### config.mk
export PLATFORM = sky130hd
export DESIGN_NAME = free_msg_queue
export DESIGN_NICKNAME = d
export VERILOG_FILES = /design/src/rtl/fmq_pkg.sv /design/src/rtl/fmq_writer.sv /design/src/rtl/fmq_regs.sv /design/src/rtl/free_msg_queue.sv
export SDC_FILE = /design/constraint.sdc
export NUM_CORES = 1
export LEC_CHECK = 0
export BUFFER_PORTS_ARGS = -buffer_cell sky130_fd_sc_hd__clkbuf_2
export CAP_MARGIN = 25
export CORE_MARGIN = 8
export CORE_UTILIZATION = 59
export CTS_BUF_LIST = sky130_fd_sc_hd__clkbuf_4 sky130_fd_sc_hd__clkbuf_8
export CTS_CLUSTER_SIZE = 14
export DETAILED_ROUTE_END_ITERATION = 8
export PLACE_DENSITY = 0.95
export SLEW_MARGIN = 15
export SYNTH_ARGS = -nofsm -noshare
export SYNTH_HDL_FRONTEND = slang
export SYNTH_SLANG_ARGS = --single-unit
### constraint.sdc
create_clock -name clk -period 3.6 [get_ports clk]
set_input_delay 0.54 -clock clk [delete_from_list [all_inputs] [get_ports clk]]
set_output_delay 0.54 -clock clk [all_outputs]
set_load 0.05 [all_outputs]
### src/rtl/fmq_pkg.sv
package fmq_pkg;
  typedef enum logic {WR_IDLE, WR_BUSY} wr_state_e;
  localparam logic [1:0] REG_HEAD = 2'd0;
  localparam logic [1:0] REG_TAIL = 2'd1;
  localparam logic [1:0] REG_STAT = 2'd2;
  localparam logic [1:0] REG_MASK = 2'd3;
endpackage

### src/rtl/fmq_writer.sv
module fmq_writer
  import fmq_pkg::*;
#(
  parameter int ADDR_W = 32,
  parameter int DATA_W = 32
) (
  input  logic              clk,
  input  logic              rst_n,
  input  logic              bus_req,
  input  logic [DATA_W-1:0] bus_wdata,
  input  logic              q_full,
  input  logic [ADDR_W-1:0] head_ptr,
  input  logic              mem_ack,
  output logic              bus_ack,
  output logic              bus_retry,
  output logic              mem_req,
  output logic [ADDR_W-1:0] mem_addr,
  output logic [DATA_W-1:0] mem_wdata,
  output logic              head_adv
);
  wr_state_e         state_q, state_d;
  logic [ADDR_W-1:0] addr_q;
  logic [DATA_W-1:0] data_q;
  logic              accept;

  always_comb begin
    accept   = bus_req && (state_q == WR_IDLE) && !q_full;
    head_adv = (state_q == WR_BUSY) && mem_ack;
    state_d  = state_q;
    if (accept)   state_d = WR_BUSY;
    if (head_adv) state_d = WR_IDLE;
  end

  always_ff @(posedge clk or negedge rst_n) begin
    if (!rst_n) begin
      state_q <= WR_IDLE;
      addr_q  <= '0;
      data_q  <= '0;
    end else begin
      state_q <= state_d;
      if (accept) begin
        addr_q <= head_ptr;
        data_q <= bus_wdata;
      end
    end
  end

  assign bus_ack   = accept;
  assign bus_retry = bus_req && !accept;
  assign mem_req   = (state_q == WR_BUSY);
  assign mem_addr  = addr_q;
  assign mem_wdata = data_q;
endmodule

### src/rtl/fmq_regs.sv
module fmq_regs
  import fmq_pkg::*;
#(
  parameter int          ADDR_W = 32,
  parameter int          QLOG2  = 6,
  parameter logic [31:0] QBASE  = 32'h0000_2000
) (
  input  logic              clk,
  input  logic              rst_n,
  input  logic              reg_wr,
  input  logic [1:0]        reg_addr,
  input  logic [ADDR_W-1:0] reg_wdata,
  input  logic              head_adv,
  output logic [ADDR_W-1:0] head_ptr,
  output logic [ADDR_W-1:0] tail_ptr,
  output logic              q_full,
  output logic              int_stat,
  output logic              int_mask,
  output logic [ADDR_W-1:0] reg_rdata
);
  localparam logic [ADDR_W-1:0] BASE = ADDR_W'(QBASE);
  localparam logic [QLOG2-1:0]  STEP = QLOG2'(4);

  logic [ADDR_W-1:0] head_q, head_d, tail_q, tail_d, bumped, fitted;
  logic              full_q, full_d, stat_q, stat_d, mask_q, mask_d;
  logic              wr_head, wr_tail, wr_stat, wr_mask, hit;
  logic              unused_wdata;

  assign unused_wdata = ^{reg_wdata[ADDR_W-1:QLOG2], reg_wdata[1:0]};

  always_comb begin
    wr_head = reg_wr && (reg_addr == REG_HEAD);
    wr_tail = reg_wr && (reg_addr == REG_TAIL);
    wr_stat = reg_wr && (reg_addr == REG_STAT);
    wr_mask = reg_wr && (reg_addr == REG_MASK);
    fitted  = {BASE[ADDR_W-1:QLOG2], reg_wdata[QLOG2-1:2], 2'b00};
    bumped  = {head_q[ADDR_W-1:QLOG2], head_q[QLOG2-1:0] + STEP};

    head_d = head_q;
    if (wr_head)       head_d = fitted;
    else if (head_adv) head_d = bumped;
    tail_d = wr_tail ? fitted : tail_q;

    hit    = head_adv && !wr_head && (bumped == tail_d);
    full_d = full_q;
    if (hit)                                         full_d = 1'b1;
    else if ((wr_head || wr_tail) && head_d != tail_d) full_d = 1'b0;

    stat_d = stat_q;
    if (hit)                         stat_d = 1'b1;
    else if (wr_stat && reg_wdata[0]) stat_d = 1'b0;
    mask_d = wr_mask ? reg_wdata[0] : mask_q;
  end

  always_ff @(posedge clk or negedge rst_n) begin
    if (!rst_n) begin
      head_q <= BASE;
      tail_q <= BASE;
      full_q <= 1'b0;
      stat_q <= 1'b0;
      mask_q <= 1'b1;
    end else begin
      head_q <= head_d;
      tail_q <= tail_d;
      full_q <= full_d;
      stat_q <= stat_d;
      mask_q <= mask_d;
    end
  end

  always_comb begin
    unique case (reg_addr)
      REG_HEAD: reg_rdata = head_q;
      REG_TAIL: reg_rdata = tail_q;
      REG_STAT: reg_rdata = {{(ADDR_W-2){1'b0}}, full_q, stat_q};
      default:  reg_rdata = {{(ADDR_W-1){1'b0}}, mask_q};
    endcase
  end

  assign head_ptr = head_q;
  assign tail_ptr = tail_q;
  assign q_full   = full_q;
  assign int_stat = stat_q;
  assign int_mask = mask_q;
endmodule

### src/rtl/free_msg_queue.sv
module free_msg_queue #(
  parameter int          ADDR_W = 32,
  parameter int          DATA_W = 32,
  parameter int          QLOG2  = 6,
  parameter logic [31:0] QBASE  = 32'h0000_2000
) (
  input  logic              clk,
  input  logic              rst_n,
  input  logic              bus_req,
  input  logic [DATA_W-1:0] bus_wdata,
  output logic              bus_ack,
  output logic              bus_retry,
  output logic              mem_req,
  output logic [ADDR_W-1:0] mem_addr,
  output logic [DATA_W-1:0] mem_wdata,
  input  logic              mem_ack,
  input  logic              reg_wr,
  input  logic [1:0]        reg_addr,
  input  logic [ADDR_W-1:0] reg_wdata,
  output logic [ADDR_W-1:0] reg_rdata,
  output logic              irq
);
  logic [ADDR_W-1:0] head_q, tail_q;
  logic              full_q, stat_q, mask_q, head_adv;

  fmq_writer #(.ADDR_W(ADDR_W), .DATA_W(DATA_W)) u_writer (
    .clk(clk), .rst_n(rst_n), .bus_req(bus_req), .bus_wdata(bus_wdata),
    .q_full(full_q), .head_ptr(head_q), .mem_ack(mem_ack),
    .bus_ack(bus_ack), .bus_retry(bus_retry), .mem_req(mem_req),
    .mem_addr(mem_addr), .mem_wdata(mem_wdata), .head_adv(head_adv)
  );

  fmq_regs #(.ADDR_W(ADDR_W), .QLOG2(QLOG2), .QBASE(QBASE)) u_regs (
    .clk(clk), .rst_n(rst_n), .reg_wr(reg_wr), .reg_addr(reg_addr),
    .reg_wdata(reg_wdata), .head_adv(head_adv), .head_ptr(head_q),
    .tail_ptr(tail_q), .q_full(full_q), .int_stat(stat_q),
    .int_mask(mask_q), .reg_rdata(reg_rdata)
  );

  assign irq = stat_q && !mask_q;
endmodule

==> results of run 1 <==
## Yosys cell counts, drive strengths merged (11+ instances only)
master  number
xnor2       18
o32ai       14
clkbuf      37
nand2       16
mux2i       34
dfrtp      129
nor3        11
a31oi       21
nor4bb      16
and2        39
nor2        84
mux2        66
inv         19
buf         13
## where the power goes
| group | leakage, nW | internal (W) | switching, W | total (W) |
|---|---|---|---|---|
| Sequential | 1.73 | 0.00173 | 0.000180 | 0.00191 |
| Clock | 0.229 | 0.000841 | 0.000567 | 0.00141 |
| Combinational | 1.83 | 0.000546 | 0.00132 | 0.00186 |
| Total | 3.79 | 0.00312 | 0.00206 | 0.00519 |
## worst max-delay path, stage by stage, from the launching register on
cell and delay, ns:
dfrtp_1 0.51, nor3b_2 0.23, buf_4 0.56, clkbuf_2 0.40
## layer usage
| layer | vias to the layer above | global-route usage (%) |
|---|---|---|
| li1 | 2452 | - |
| met1 | 2728 | 29.10 |
| met2 | 256 | 41.27 |
| met3 | 74 | 5.507 |
| met4 | 0 | 9.977 |
| met5 | - | 0 |
## path summary, 6_finish.rpt
path | from | to | slack, ns | cells past startpoint
setup / recovery | u_writer.mem_req | bus_ack | 0.91 | 3
hold / removal | rst_n | u_writer.mem_wdata[0] | 0.16 | 1
setup reg to reg | u_regs.head_ptr[9] | u_regs.q_full | 1.36 | 7
hold reg to reg | u_regs.int_stat | u_regs.int_stat | 0.50 | 2
max in group asynchronous | rst_n | u_regs.int_mask | 2.59 | 2
min in group clk | bus_wdata[7] | u_writer.mem_wdata[7] | 0.32 | 2
## cell type report
cell class,instances,area (µm²)
Sequential cell,132,3307
Multi-Input combinational cell,418,3064
Fill cell,758,3028
Timing Repair Buffer,157,835.8
Clock buffer,23,304.0
Tap cell,140,175.2
Clock inverter,9,150.1
Inverter,19,71.32
## state kept, by name (all words and copies together), names as in the netlist
name	flops
u_writer.mem_addr	32
u_regs.int_stat	1
u_writer.mem_req	1
u_regs.tail_ptr	32
u_regs.head_ptr	32
u_regs.int_mask	1
u_regs.q_full	1
u_writer.mem_wdata	32
## stage by stage
stage	power, W	utilization [%]	hold slack, ns	cells	worst slack, ns
after CTS	0.005203	72.31	0.1717	898	0.9183
after floorplan	0.003317	-	0.2444	619	0.7796
after detailed placement	0.003799	68.16	0.4827	866	0.5922
after global routing	0.005359	72.31	0.1905	898	0.7844
after global placement	0.003720	68.16	0.4689	866	0.6784
final	0.005186	72.31	0.1582	898	0.9133
## cell families (layout without fill, tap and decap cells)
| group | after synthesis | in the layout |
|---|---|---|
| buffers and inverters | 69 | 208 |
| AO/OA/AOI/OAI | 79 | 79 |
| multiplexers | 101 | 101 |
| AND/OR/NAND/NOR | 213 | 213 |
| flip-flops | 132 | 132 |
| XOR/XNOR | 24 | 24 |
| adder cells (fa/ha/maj) | 1 | 1 |
==> flow_summary.yaml, run 1 <==
synthesis:
  synth-compound-area-share_pct: 8.704
  syn_inst: 619
  synth_xor_area_share_pct: 3.165
  ys_ff_latch: 132
  synthesis.area_um2: 6641
  synthFlopType: "dfrtp_1"
  syn-num-nets: 691
  ys_warn_count: 0
  yosysUniqueCellTypes: 57
  synth_mux_area_share_pct: 16.65
  synthSimpleGateAreaFrac_pct: 17.28
  yosysTopAreaCell: "dfrtp_1"
  syn_area_per_cell_um2: 10.73
  synth-edff-count: 0
  yosys.area_share.adder_pct: 0.1884
  synth_top_area_share_pct: 48.61
  ys_seq_area_share_pct: 49.79
  synth_top_family_by_area: "simple AND/OR/NAND/NOR gates"
  async_flop_share_pct: 100.0
  ys_top_cells_by_area: "dfrtp_1, mux2_2, mux2i_1"
power_and_ir_drop:
  peakVddDrop_mv: 0.6473
  leakage_nw: 3.785
  p_per_area_nw_per_um2: 655.8
floorplanning:
  die_w_um: 122.1
  die-area_um2: 14910
  io_pins: 171
  core-area_um2: 10940
  start_util_pct: 60.73
  rows: 38
  die_h_um: 122.1
global_route:
  antenna_found_initial: 0
  grt_first_pass_wirelength_mm: 28.56
  grt_pass1_vias: 5661
  grt_max_degree: 81
  track_usage_pct: 24.22
  gr-total-overflow: 0
final_layout:
  nNetsFinal: 817
  fin_area_um2: 7908
  antennaDiodeCount: 0
  final_common_cell: "clkbuf_2"
  area_growth_pct: 19.07
  drive_above_1_share_pct: 34.96
  layout_common_cells: "clkbuf_2, dfrtp_1, nor2_1"
cts:
  post_cts_resized: 0
  cts_root_buf: "clkbuf_8"
  post-cts-setup-buffers: 0
  cts_tree: "done"
  cts_buffers: 17
  worstSkewPairLatency_ns: 0.44
  clkTransAtPathRegs_ns: 0.08
  cts_buffer_depth: 2
  cts_hold_buffers: 0
  cts.sinks: 132
  htree_levels: 4
flow_run:
  cap_violations: 0
route:
  drt-met1-wl_mm: 6.844
  avgViaCountPerCell: 6.136
  first_pass_iters: 6
  via_count: 5510
  top_layer_used: "met4"
  wl_met2_mm: 9.347
  drt_wl_total_mm: 17.98
  wl_met3_mm: 1.176
  drc_errors: 0
  drt_iter0_drc: 616
  detail-route-antenna-nets: 0
  wl_per_cell_um: 20.02
sta:
  setup_viol: 0
  rsz0062_at_grt: "no"
  max_slew_margin_pct: 52.96
  setup_tns_ns: 0
  finClkSkew_ns: 0.009001
  finalHoldViolCount: 0
  period_minus_slack_ns: 2.687
  fmax_ghz: 0.3722
  worstMarginPinSlew_ns: 0.7056
  finalCritPeriodShare_pct: 74.63
  finalMaxSlewViolations: 0
worst_setup_path:
  start_kind: "flip-flop"
  worst-path-max-fanout: 52
  worstPathArrival_ns: 2.15
  cp-end-kind: "primary output"
  required_ns: 3.06
  critical_path_class: "flip-flop to primary output"
placement:
  dpl_cell_area_um2: 7453
  gp_congestion: 0.8924
  post-dp-hpwl_mm: 12.56
  io_buffer_count: 143
status:
  status: "complete, no violations"
hold_path:
  hp-class: "primary input to asynchronous set/reset pin"
(Power assumes the default switching activity.)
==> run 2: changes to the inputs <==
--- a/config.mk
+++ b/config.mk
@@ -5,14 +5,15 @@
 export SDC_FILE = /design/constraint.sdc
 export NUM_CORES = 1
 export LEC_CHECK = 0
+export ABC_AREA = 1
 export BUFFER_PORTS_ARGS = -buffer_cell sky130_fd_sc_hd__clkbuf_2
 export CAP_MARGIN = 25
 export CORE_MARGIN = 8
-export CORE_UTILIZATION = 59
+export CORE_UTILIZATION = 54
 export CTS_BUF_LIST = sky130_fd_sc_hd__clkbuf_4 sky130_fd_sc_hd__clkbuf_8
 export CTS_CLUSTER_SIZE = 14
 export DETAILED_ROUTE_END_ITERATION = 8
-export PLACE_DENSITY = 0.95
+export PLACE_DENSITY = 0.94
 export SLEW_MARGIN = 15
 export SYNTH_ARGS = -nofsm -noshare
 export SYNTH_HDL_FRONTEND = slang
==> constraint.sdc (replaced) <==
create_clock -name clk -period 2.7 [get_ports clk]
set_input_delay 0.405 -clock clk [delete_from_list [all_inputs] [get_ports clk]]
set_output_delay 0.405 -clock clk [all_outputs]
set_load 0.05 [all_outputs]
==> run 2 against run 1 <==
Against the previous run:
- design area fell by 6.3%
- non-clock buffer count fell by 4
- clock-buffer cell count fell by 3
- die area rose by 0.82%
- synthesized cell count rose by 27%
- total power rose by 31%
- highest routed layer unchanged
- flip-flop and latch count did not move
- critical path type unchanged
- register-to-register slack got worse by 0.66 ns
- clock skew rose by 0.0032 ns
==> flow_summary.yaml, run 2 <==
synthesis:
  synth_commonest_cells: "nand2_1, dfrtp_1, inv_1"
  synthesis.area_um2: 6136
  synth_top_family_by_area: "simple AND/OR/NAND/NOR gates"
  synth-edff-count: 0
  syn_inst: 784
  yosys.area_share.adder_pct: 0.2039
  yosysTopAreaCell: "dfrtp_1"
  synth_top_area_share_pct: 52.61
  syn_area_per_cell_um2: 7.826
  synth-compound-area-share_pct: 7.728
  synthSimpleGateAreaFrac_pct: 26.67
  synth_xor_area_share_pct: 2.427
  syn-num-nets: 856
  async_flop_share_pct: 100.0
  ys_top_cells_by_area: "dfrtp_1, nand2_1, inv_1"
  ys_ff_latch: 132
  synthFlopType: "dfrtp_1"
  ys_seq_area_share_pct: 53.89
  yosysMostFrequentCell: "nand2_1"
  ys_warn_count: 0
  yosysUniqueCellTypes: 32
  synth_mux_area_share_pct: 0.1835
power_and_ir_drop:
  power_frac_seq_pct: 37.3
  clockPowerShare_pct: 25.5
  p_per_area_nw_per_um2: 916.3
  peakVddDrop_mv: 0.7586
  swShare_pct: 43.91
  internal_power_w: 0.003807
  comb_power_share_pct: 37.2
  leakage_nw: 4.402
  switching_power_w: 0.002980
  total_power_w: 0.006787
sta:
  setup_tns_ns: 0
  period_minus_slack_ns: 2.220
  finalMaxSlewViolations: 0
  hold_slack_ns: 0.1619
  setup_viol: 0
  finalCritPeriodShare_pct: 82.23
  max_slew_margin_pct: 58.54
  fmax_ghz: 0.4504
  finClkSkew_ns: 0.01221
  finalHoldViolCount: 0
  rsz0062_at_grt: "no"
  worst_slack_ns: 0.4799
  worstMarginPinSlew_ns: 0.6219
placement:
  gp_congestion: 0.8592
  place_ws_ns: 0.4792
  post-dp-hpwl_mm: 12.00
  io_buffer_count: 143
final_layout:
  antennaDiodeCount: 0
  final_common_cell: "nand2_1"
  layout_common_cells: "nand2_1, clkbuf_2, dfrtp_1"
  nNetsFinal: 1002
  drive_above_1_share_pct: 21.85
  area_growth_pct: 20.72
global_route:
  antenna_found_initial: 0
  track_usage_pct: 22.81
  gr-total-overflow: 0
  grt_pass1_vias: 5568
  grt_first_pass_wirelength_mm: 26.98
  grt_max_degree: 52
cts:
  post-cts-setup-buffers: 0
  cts_buffers: 17
  htree_levels: 4
  worstSkewPairLatency_ns: 0.44
  cts_buffer_depth: 2
  cts.sinks: 132
  cts_root_buf: "clkbuf_8"
  cts_hold_buffers: 1
  cts_tree: "done"
  clkTransAtPathRegs_ns: 0.08
  post_cts_resized: 0
route:
  drt_iter0_drc: 475
  detail-route-antenna-nets: 0
  via_count: 5630
  first_pass_iters: 5
  drt_wl_total_mm: 16.63
  wl_per_cell_um: 15.31
  drc_errors: 0
  avgViaCountPerCell: 5.184
worst_setup_path:
  worstPathArrival_ns: 1.82
  crit_path_top_delay_cell: "nor3_4"
  crit_path_max_incr_delay_ns: 0.51
  crit_buf_inv: 1
  worst-path-max-fanout: 14
  cp-end-kind: "primary output"
  required_ns: 2.30
  cp_cell_sequence: "nor3_4 -> clkbuf_2"
  critical_path_class: "flip-flop to primary output"
  crit_family: "simple AND/OR/NAND/NOR gates"
  start_kind: "flip-flop"
floorplanning:
  die_w_um: 122.6
  die_h_um: 122.6
  io_pins: 171
  core-area_um2: 11270
  start_util_pct: 54.43
  rows: 39
  die-area_um2: 15030
status:
  status: "complete, no violations"
flow_run:
  cap_violations: 0
hold_path:
  hp-class: "primary input to flip-flop"
-- run 2: changes by cell type after synthesis, sizes merged, moves of 21 or more --
cell   previous run  this run
nor2             84        32
mux2i            34         0
nand2            16       343
a31oi            21         0
mux2             66         1
o21ai             8        69
inv              19       108
and2             39         1
-- run 2: path summary, 6_finish.rpt --
kind	from	cells past startpoint	slack [ns]	endpoint
worst max-delay path	u_writer.mem_req	2	0.48	bus_ack
worst min-delay path	bus_wdata[1]	3	0.16	u_writer.mem_wdata[1]
worst max register to register	u_writer.mem_req	5	0.70	u_writer.mem_wdata[17]
worst min register to register	u_writer.mem_wdata[10]	2	0.47	u_writer.mem_wdata[10]
max in group asynchronous	rst_n	3	1.41	u_regs.tail_ptr[13]
min in group asynchronous	rst_n	2	0.52	u_regs.head_ptr[16]
-- run 2: cells by family (layout without fill, tap and decap cells) --
| logic type | after synthesis | after routing |
|---|---|---|
| XOR/XNOR | 17 | 17 |
| AO/OA/AOI/OAI | 89 | 89 |
| buffers and inverters | 134 | 293 |
| flip-flops | 132 | 132 |
| AND/OR/NAND/NOR | 410 | 410 |
| adder cells (fa/ha/maj) | 1 | 1 |
| multiplexers | 1 | 1 |
-- run 2: stage by stage --
| stage | area, µm² | utilization [%] | std cells |
|---|---|---|---|
| floorplan | 6136 | - | 784 |
| global placement | 6979 | 61.92 | 1053 |
| detailed placement | 6979 | 61.92 | 1053 |
| CTS | 7407 | 65.71 | 1086 |
| global route | 7407 | 65.71 | 1086 |
| finish | 7407 | 65.71 | 1086 |
-- run 2: routing by layer --
layer,global-route usage (%),up-vias,wire length (µm)
met5,0,-,0
met4,9.444,0,403
met3,5.980,45,1134
met2,38.23,245,8502
met1,27.47,2642,6584
li1,-,2698,-
-- run 2: cell type report --
cell class | count | area, µm²
inverters | 108 | 405.4
clock inverters | 12 | 155.1
well taps | 143 | 178.9
multi-input cells | 518 | 2290
fillers | 863 | 3865
flip-flops and latches | 132 | 3307
repair buffers | 153 | 808.3
clock buffers | 20 | 262.8
-- run 2: power groups by stage --
stage / combinational, W / sequential, W / clock [W]
2_1_floorplan: 0.000898 / 0.00350 / 0
3_3_place_gp: 0.00246 / 0.00254 / 0
3_5_place_dp: 0.00253 / 0.00256 / 0
4_1_cts: 0.00254 / 0.00253 / 0.00175
5_1_grt: 0.00272 / 0.00257 / 0.00184
6_report: 0.00253 / 0.00253 / 0.00173
-- run 2: tightest hold or removal path: cells and delay by family --
kind,cells,cell delay [ns]
buffers and inverters,1,0.07
and+or+nand+nor,2,0.09
==> run 3: changes to the inputs <==
--- a/config.mk
+++ b/config.mk
@@ -9,11 +9,11 @@
 export BUFFER_PORTS_ARGS = -buffer_cell sky130_fd_sc_hd__clkbuf_2
 export CAP_MARGIN = 25
 export CORE_MARGIN = 8
-export CORE_UTILIZATION = 54
+export CORE_UTILIZATION = 49
 export CTS_BUF_LIST = sky130_fd_sc_hd__clkbuf_4 sky130_fd_sc_hd__clkbuf_8
 export CTS_CLUSTER_SIZE = 14
 export DETAILED_ROUTE_END_ITERATION = 8
-export PLACE_DENSITY = 0.94
+export PLACE_DENSITY = 0.91
 export SLEW_MARGIN = 15
 export SYNTH_ARGS = -nofsm -noshare
 export SYNTH_HDL_FRONTEND = slang
==> constraint.sdc (replaced) <==
create_clock -name clk -period 1.8 [get_ports clk]
set_input_delay 0.27 -clock clk [delete_from_list [all_inputs] [get_ports clk]]
set_output_delay 0.27 -clock clk [all_outputs]
set_load 0.05 [all_outputs]
==> run 3 against run 2 <==
Against the previous run:
- global-route usage shrank 1.3 points
- largest cell class unchanged
- routed wire length grew 11%
- via count rose by 5.9%
- largest power group is now combinational cells
- clock-buffer cell count increased by 3
==> flow_summary.yaml, run 3 (synthesis results as in run 2) <==
worst_setup_path:
  startpoint: "u_writer.mem_req"
  cp_cell_sequence: "buf_4 -> nor3_4 -> nor2_2 -> buf_6"
  critical_path_class: "flip-flop to primary output"
  crit_buf_inv: 2
  endpoint: "bus_retry"
  cp.depth: 4
  worstPathArrival_ns: 1.52
  rr_startpoint: "u_regs.head_ptr[2]"
  reg2regPathDepth: 14
  rrSetupSlack_ns: 0.06
  start_kind: "flip-flop"
  required_ns: 1.53
  cp-end-kind: "primary output"
  worstReg2RegEnd: "u_regs.q_full"
  crit_family: "flip-flops"
  worst-path-max-fanout: 5
  crit_path_top_delay_cell: "dfrtp_1"
  crit_path_max_incr_delay_ns: 0.39
final_layout:
  final_common_cell: "nand2_1"
  nNetsFinal: 1038
  antennaDiodeCount: 0
  area_growth_pct: 35.95
  final_util_pct: 67.19
  layout_common_cells: "nand2_1, dfrtp_1, clkbuf_2"
  drive_above_1_share_pct: 25.43
global_route:
  grt_first_pass_wirelength_mm: 27.85
  track_usage_pct: 21.53
  antenna_found_initial: 0
  grt_pass1_vias: 5819
  gr-total-overflow: 0
  grt_max_degree: 66
power_and_ir_drop:
  clockPowerShare_pct: 25.0
  leakage_nw: 4.750
  switching_power_w: 0.004656
  peakVddDrop_mv: 0.6408
  power_frac_seq_pct: 35.2
  comb_power_share_pct: 39.8
  p_per_area_nw_per_um2: 1283
  total_power_w: 0.01071
  swShare_pct: 43.49
  internal_power_w: 0.006049
status:
  status: "complete, no violations"
flow_run:
  cap_violations: 0
route:
  detail-route-antenna-nets: 0
  via_count: 5960
  wl_per_cell_um: 16.06
  drt_wl_total_mm: 18.49
  drc_errors: 0
  drt_iter0_drc: 548
  avgViaCountPerCell: 5.178
  first_pass_iters: 8
sta:
  setup_viol: 0
  rsz0062_at_grt: "yes"
  setup_tns_ns: 0
  finClkSkew_ns: 0.01024
  finalMaxSlewViolations: 0
  worst_slack_ns: 0.009588
  worstMarginPinSlew_ns: 0.5660
  max_slew_margin_pct: 62.27
  period_minus_slack_ns: 1.790
  finalHoldViolCount: 0
  hold_slack_ns: 0.01653
  fmax_ghz: 0.5585
  finalCritPeriodShare_pct: 99.47
cts:
  cts.sinks: 132
  clkTransAtPathRegs_ns: 0.07
  worstSkewPairLatency_ns: 0.46
  cts_tree: "done"
  cts_root_buf: "clkbuf_8"
  htree_levels: 4
  cts_buffers: 17
  cts_buffer_depth: 2
floorplanning:
  die-area_um2: 16360
  die_w_um: 127.9
  core-area_um2: 12410
  start_util_pct: 49.43
  die_h_um: 127.9
  rows: 41
  io_pins: 171
placement:
  gp_congestion: 0.8542
  post-dp-hpwl_mm: 12.56
  place_ws_ns: -0.07991
  io_buffer_count: 143
hold_path:
  hp-class: "primary input to flip-flop"
## run 3: cell types whose count changed in the layout (fill, tap and decap cells not counted), moves of 5 or more
cell	previous run	this run
o21ai_1	5	11
o21ai_0	63	52
clkbuf_2	142	108
buf_12	1	36
o21ai_2	1	6
dlygate4sd3_1	1	7
buf_4	9	33
## run 3: tightest hold or removal path, stage by stage
cell      delay [ns]
clkbuf_2        0.07
nand2_1         0.04
nand2_1         0.05
## run 3: timing repair
action	in CTS	in global routing
hold endpoints to repair	46	0
setup endpoints to repair	3	26
gates resized for setup	4	15
pin swaps	1	3
buffers inserted	2	5
hold buffers	7	0
## run 3: layer usage
layer	track usage (%)	up-vias	wire (µm)
li1	-	2768	-
met3	5.740	95	1458
met4	9.580	0	857
met1	25.44	2767	7000
met2	36.09	330	9172
met5	0	-	0
## run 3: worst min path at each step
stage                   from                endpoint  slack [ns]  cells after the start
3_5_place_dp           rst_n   u_writer.mem_wdata[4]        0.18                      1
2_1_floorplan          rst_n      u_regs.head_ptr[0]       -0.03                      0
3_3_place_gp           rst_n   u_writer.mem_wdata[4]        0.18                      1
5_1_grt        bus_wdata[10]  u_writer.mem_wdata[10]       0.007                      3
4_1_cts        bus_wdata[28]  u_writer.mem_wdata[28]      0.0009                      3
6_report       bus_wdata[28]  u_writer.mem_wdata[28]        0.02                      3
## run 3: cell type report
| type | instances | area [µm²] |
|---|---|---|
| Fill cell | 919 | 4073 |
| Tap cell | 172 | 215.2 |
| Multi-Input combinational cell | 518 | 2351 |
| Clock inverter | 9 | 126.4 |
| Inverter | 108 | 405.4 |
| Sequential cell | 132 | 3307 |
| Clock buffer | 23 | 297.8 |
| Timing Repair Buffer | 189 | 1639 |
## run 3: power by group through the flow
| stage | Clock (W) | Sequential (W) | Combinational, W |
|---|---|---|---|
| final | 0.00267 | 0.00377 | 0.00426 |
| after global routing | 0.00284 | 0.00383 | 0.00453 |
| after CTS | 0.00268 | 0.00376 | 0.00411 |
| after detailed placement | 0 | 0.00382 | 0.00404 |
| after global placement | 0 | 0.00378 | 0.00394 |
| after floorplan | 0 | 0.00525 | 0.00137 |
## run 3: metrics by stage
step           std cells  cell area, µm²
6_report            1151            8342
4_1_cts             1146            8273
2_1_floorplan        784            6183
3_3_place_gp        1105            7752
3_5_place_dp        1105            7752
5_1_grt             1151            8342
